$ cat src/rtl/fsc_pkg.sv
package fsc_pkg;
   localparam int CTL_W      = 8;
   localparam int BIT_ARM    = 0;
   localparam int BIT_FLAG   = 1;
   localparam int BIT_FILT   = 2;
   localparam int BIT_SEL_LO = 3;
   localparam int SEL_W      = 2;

   typedef struct packed {
      logic [SEL_W-1:0] sel;
      logic             filt;
      logic             flag;
      logic             arm;
   } ctl_t;
endpackage

$ cat src/rtl/fsc_sync.sv
module fsc_sync #(
   parameter int STAGES = 2,
   parameter bit RST_VAL = 1'b1
) (
   input  logic clk,
   input  logic rst_n,
   input  logic din,
   output logic dout
);
   generate
      if (STAGES < 2) begin : g_bad_stages
         $error("fsc_sync needs at least two stages");
      end
   endgenerate

   logic [STAGES-1:0] chain;

   always_ff @(posedge clk or negedge rst_n) begin
      if (!rst_n) chain <= {STAGES{RST_VAL}};
      else        chain <= {chain[STAGES-2:0], din};
   end

   assign dout = chain[STAGES-1];
endmodule

$ cat src/rtl/fsc_filter.sv
module fsc_filter #(
   parameter int N_MIN      = 2,
   parameter int SEL_W      = 2,
   parameter bit HAS_FILTER = 1'b1
) (
   input  logic             clk,
   input  logic             rst_n,
   input  logic             din,
   input  logic             use_filt,
   input  logic [SEL_W-1:0] sel,
   output logic             lvl
);
   localparam int N_MAX = N_MIN + (1 << SEL_W) - 1;
   localparam int CNT_W = N_MAX;

   generate
      if (N_MIN < 1) begin : g_bad_nmin
         $error("fsc_filter N_MIN must be at least 1");
      end
      if (N_MAX > 24) begin : g_bad_nmax
         $error("fsc_filter counter too wide");
      end
   endgenerate

   generate
      if (HAS_FILTER) begin : g_filter
         logic [CNT_W-1:0] cnt;
         logic [CNT_W:0]   full;
         logic [CNT_W-1:0] limit;
         logic             lvl_q;

         always_comb begin
            full  = {{CNT_W{1'b0}}, 1'b1} << (N_MIN + int'(sel));
            limit = CNT_W'(full - 1'b1);
         end

         always_ff @(posedge clk or negedge rst_n) begin
            if (!rst_n) begin
               cnt   <= '0;
               lvl_q <= 1'b1;
            end else if (!use_filt) begin
               cnt   <= '0;
               lvl_q <= din;
            end else if (din) begin
               cnt   <= '0;
               lvl_q <= 1'b1;
            end else if (lvl_q) begin
               if (cnt == limit) begin
                  cnt   <= '0;
                  lvl_q <= 1'b0;
               end else begin
                  cnt <= cnt + 1'b1;
               end
            end
         end

         assign lvl = lvl_q;
      end else begin : g_bypass
         logic lvl_q;
         always_ff @(posedge clk or negedge rst_n) begin
            if (!rst_n) lvl_q <= 1'b1;
            else        lvl_q <= din;
         end
         assign lvl = lvl_q;
      end
   endgenerate
endmodule

$ cat src/rtl/fsc_ctl_reg.sv
module fsc_ctl_reg
   import fsc_pkg::*;
(
   input  logic             clk,
   input  logic             rst_n,
   input  logic             wr_en,
   input  logic [CTL_W-1:0] wdata,
   input  logic             rd_rmw,
   input  logic             set_ev,
   output ctl_t             ctl,
   output logic [CTL_W-1:0] rdata
);
   ctl_t ctl_q;

   always_ff @(posedge clk or negedge rst_n) begin
      if (!rst_n) begin
         ctl_q <= '0;
      end else begin
         if (wr_en) begin
            ctl_q.arm  <= wdata[BIT_ARM];
            ctl_q.filt <= wdata[BIT_FILT];
            ctl_q.sel  <= wdata[BIT_SEL_LO +: SEL_W];
         end
         if (set_ev)                        ctl_q.flag <= 1'b1;
         else if (wr_en && !wdata[BIT_FLAG]) ctl_q.flag <= 1'b0;
      end
   end

   always_comb begin
      rdata                        = '0;
      rdata[BIT_ARM]               = ctl_q.arm;
      rdata[BIT_FLAG]              = ctl_q.flag | rd_rmw;
      rdata[BIT_FILT]              = ctl_q.filt;
      rdata[BIT_SEL_LO +: SEL_W]   = ctl_q.sel;
   end

   assign ctl = ctl_q;
endmodule

$ cat src/rtl/fault_shutdown_ctrl.sv
module fault_shutdown_ctrl
   import fsc_pkg::*;
#(
   parameter int N_OUT       = 6,
   parameter int SYNC_STAGES = 2,
   parameter int N_MIN       = 2,
   parameter bit HAS_FILTER  = 1'b1
) (
   input  logic             clk,
   input  logic             rst_n,
   input  logic             fault_n_raw,
   input  logic [N_OUT-1:0] pwm_in,
   input  logic [N_OUT-1:0] safe_lvl,
   input  logic             ctl_wr_en,
   input  logic [CTL_W-1:0] ctl_wdata,
   input  logic             ctl_rd_rmw,
   output logic [CTL_W-1:0] ctl_rdata,
   output logic [N_OUT-1:0] pwm_out,
   output logic             irq
);
   generate
      if (N_OUT < 1) begin : g_bad_nout
         $error("fault_shutdown_ctrl needs at least one output");
      end
   endgenerate

   ctl_t ctl;
   logic sync_lvl;
   logic flt_lvl;
   logic flt_d;
   logic set_ev;
   logic override;

   fsc_sync #(.STAGES(SYNC_STAGES), .RST_VAL(1'b1)) u_sync (
      .clk  (clk),
      .rst_n(rst_n),
      .din  (fault_n_raw),
      .dout (sync_lvl)
   );

   fsc_filter #(.N_MIN(N_MIN), .SEL_W(SEL_W), .HAS_FILTER(HAS_FILTER)) u_filter (
      .clk     (clk),
      .rst_n   (rst_n),
      .din     (sync_lvl),
      .use_filt(ctl.filt),
      .sel     (ctl.sel),
      .lvl     (flt_lvl)
   );

   always_ff @(posedge clk or negedge rst_n) begin
      if (!rst_n) flt_d <= 1'b1;
      else        flt_d <= flt_lvl;
   end

   assign set_ev = flt_d & ~flt_lvl & ctl.arm;

   fsc_ctl_reg u_ctl (
      .clk   (clk),
      .rst_n (rst_n),
      .wr_en (ctl_wr_en),
      .wdata (ctl_wdata),
      .rd_rmw(ctl_rd_rmw),
      .set_ev(set_ev),
      .ctl   (ctl),
      .rdata (ctl_rdata)
   );

   assign override = ctl.arm & ~flt_lvl;

   generate
      for (genvar i = 0; i < N_OUT; i++) begin : g_out
         assign pwm_out[i] = override ? safe_lvl[i] : pwm_in[i];
      end
   endgenerate

   assign irq = ctl.flag & ctl.arm;
endmodule

$ cat config.mk
export PLATFORM = sky130hd
export DESIGN_NAME = fault_shutdown_ctrl
export DESIGN_NICKNAME = d
export VERILOG_FILES = /design/src/rtl/fsc_pkg.sv /design/src/rtl/fsc_sync.sv /design/src/rtl/fsc_filter.sv /design/src/rtl/fsc_ctl_reg.sv /design/src/rtl/fault_shutdown_ctrl.sv
export SDC_FILE = /design/constraint.sdc
export NUM_CORES = 1
export LEC_CHECK = 0
export ABC_AREA = 0
export BUFFER_PORTS_ARGS = -buffer_cell sky130_fd_sc_hd__buf_4
export CAP_MARGIN = 20
export CORE_MARGIN = 10
export CORE_UTILIZATION = 47
export DETAILED_ROUTE_END_ITERATION = 6
export PLACE_DENSITY = 0.9
export SYNTH_ARGS = -nofsm -noshare
export SYNTH_HDL_FRONTEND = slang
export SYNTH_SLANG_ARGS = --single-unit
$ cat constraint.sdc
create_clock -name clk -period 3.56 [get_ports clk]
set_input_delay 0.712 -clock clk [delete_from_list [all_inputs] [get_ports clk]]
set_output_delay 0.712 -clock clk [all_outputs]
set_load 0.1 [all_outputs]
==> out/qor.txt <==
Period utilization - 0.6973
Synth area leader - dfrtp_1
Count of cell types in the netlist - 28
Post-DP HPWL - 1.590 mm
VDD IR-drop max - 0.2901 mV
Max Buffers Root-to-Sink - 2
Critical path class - register to primary output
Fin util - 0.6705
TritonCTS clock tree - yes
P&R area growth vs syn - 31.53%
Sequential-to-total area share from yosys stat - 0.4522
Via Count - 621
Critical Path Start Type - register
Max-cap viol count - 0
Worst min path class - primary input to async pin
CP Max Fanout - 7
Vias per cell - 5.263
Reg2reg path depth - 4
WL per Instance - 15.72 um
Top-area cell type share of the netlist area - 0.3185
TNS Setup - 0 ps
Ant diodes - 0
# IOs - 40
Synthesized area per cell - 11.07 um^2
Combinational power share - 0.393
CP bufs+invs - 2
Reg clk slew, reported paths - 80 ps
Setup Skew - 1.118 ps
Max H-tree Level - 1
Vias in the first global route - 691
Post-CTS Setup Repair Bufs - 0
Final instance area - 0.001033 mm^2
Final slew viol count - 0
Worst r2r src - u_filter.g_filter.cnt[3]
Placed Area - 997.2 um^2
Placed Cells - 114
Worst path cell trace - inv_2 > nand2_1 > mux2_1 > buf_4
Post-route DRC - 0
RSZ-0062 raised after global routing - no
Root buffer cell - clkbuf_4
Final net count - 129
Initial Util - 0.5097
Slowest cell on the critical path - dfstp_2
1st-pass router iterations - 4
Power Density - 473.4 mW/mm^2
Drt total wl - 1.855 mm
Post-Synthesis Cells - 71
Port Buffers - 33
GRT overflow - 0
Cell Area, Synth - 785.8 um^2
Hold Buf Count CTS - 0
F_max - 402.8 MHz
Ranking of synthesized cells by area - dfrtp_1, dfstp_2, mux2_1, buf_4, mux2_2
Net Sw Power - 204.4 uW
Critical Path Sink Type - primary output
Critical Path Start - u_filter.lvl
Flop pwr share - 0.377
Crit path required time - 2850 ps
GRT Total Usage - 0.1108
Most common cell after layout, fill and taps aside - buf_4
Reg2reg setup slack - 2080 ps
Pin count of the biggest net entering global routing - 15
Setup violators final - 0
Post-CTS Resized - 0
CTS sink count - 14
Chip Height - 60.89 um
Clock group share of total power - 0.230
Outcome - complete, no violations
Non-Filler Instances - 118
FF+latch count, synth - 14
Yosys warns - 0
Worst R2R End - u_filter.g_filter.cnt[1]
First-pass GRT wire length - 3.125 mm
Post-route minimum period - 2482 ps
Switching part of the total power - 0.4178
Die area - 0.003707 mm^2
Die X - 60.89 um
GP Congestion - 0.6869
Max incr delay on CP - 590 ps
Hold violation total from the final report - 0
Cell family with the largest share of critical-path delay - flip-flops
Row cnt - 14
Most frequent cells in the layout - buf_4, dfrtp_1, nand2_1, mux2_1
Iteration-0 DRC Markers - 8
Worst skew pair latency - 280 ps
Initial antenna violation count - 0
Core Area - 0.001541 mm^2
Leak pwr - 0.0004685 uW
Share of layout cells above drive strength 1 - 0.5098
Crit path DAT - 1770 ps
P_int - 284.9 uW
Clock buffer count from CTS - 3
DRT antenna net count - 0
cell usage after synthesis:
cell	instances
a21oi_1	4
a31oi_1	1
a32o_1	1
and2_1	1
and4bb_4	1
buf_4	7
buf_6	1
conb_1	1
dfrtp_1	10
dfstp_2	4
ha_1	1
inv_2	1
mux2_1	6
mux2_2	4
nand2_1	6
nand2b_1	3
nand3_1	1
nand4_1	2
nor2_1	3
nor3_1	2
nor4_2	1
nor4b_2	1
nor4bb_1	1
o211ai_1	2
o211ai_2	1
o21ai_1	3
o21ai_2	1
or2_2	1
metrics by stage:
step / worst slack, ps / total power, uW / hold WS [ps]
floorplan: 1317 / 339.2 / 345.2
global placement: 1424 / 377.4 / 348.7
detailed placement: 1389 / 380.8 / 352.3
CTS: 1073 / 493.8 / 260.5
global route: 999.1 / 509.3 / 260.4
finish: 1078 / 489.3 / 261.6
how the worst max path moves through the flow:
stage | endpoint | cells after the start
6_report | pwm_out[1] | 4
5_1_grt | pwm_out[1] | 4
4_1_cts | pwm_out[1] | 4
3_5_place_dp | pwm_out[1] | 4
3_3_place_gp | pwm_out[0] | 4
2_1_floorplan | pwm_out[0] | 3
cells by family after synthesis:
family,share of synthesized area
flops,0.4522
simple gates,0.1863
mux,0.1433
other cells,0.004772
compound gates,0.1115
buf+inv,0.08598
fa+ha+maj,0.01592
cell type report:
| cell class | count | area (um^2) |
|---|---|---|
| Timing Repair Buffer | 33 | 247.7 |
| Tap cell | 16 | 20.02 |
| Multi-Input combinational cell | 50 | 370.4 |
| Fill cell | 119 | 508.0 |
| Sequential cell | 14 | 355.3 |
| Inverter | 1 | 3.754 |
| Clock buffer | 4 | 36.28 |
power by group through the flow:
| stage | sequential (uW) | combinational (uW) | clock, uW |
|---|---|---|---|
| 2_1_floorplan | 184 | 155 | 0 |
| 3_3_place_gp | 187 | 191 | 0 |
| 3_5_place_dp | 187 | 193 | 0 |
| 4_1_cts | 184 | 194 | 116 |
| 5_1_grt | 187 | 201 | 122 |
| 6_report | 184 | 192 | 113 |
per-layer routing:
layer	up-vias	track usage	share of wire
met1	296	0.1017	0.37
met3	0	0.05637	0.081
li1	309	-	-
met4	0	0.01881	0
met2	16	0.2140	0.55
met5	-	0	0
sequential cells by signal, summed over array words and instances (netlist names):
name / count
u_filter.g_filter.cnt: 5
u_ctl.ctl: 5
u_sync.chain: 2
flt_d: 1
u_filter.lvl: 1
Note: power is estimated with default switching activity, not from simulation.
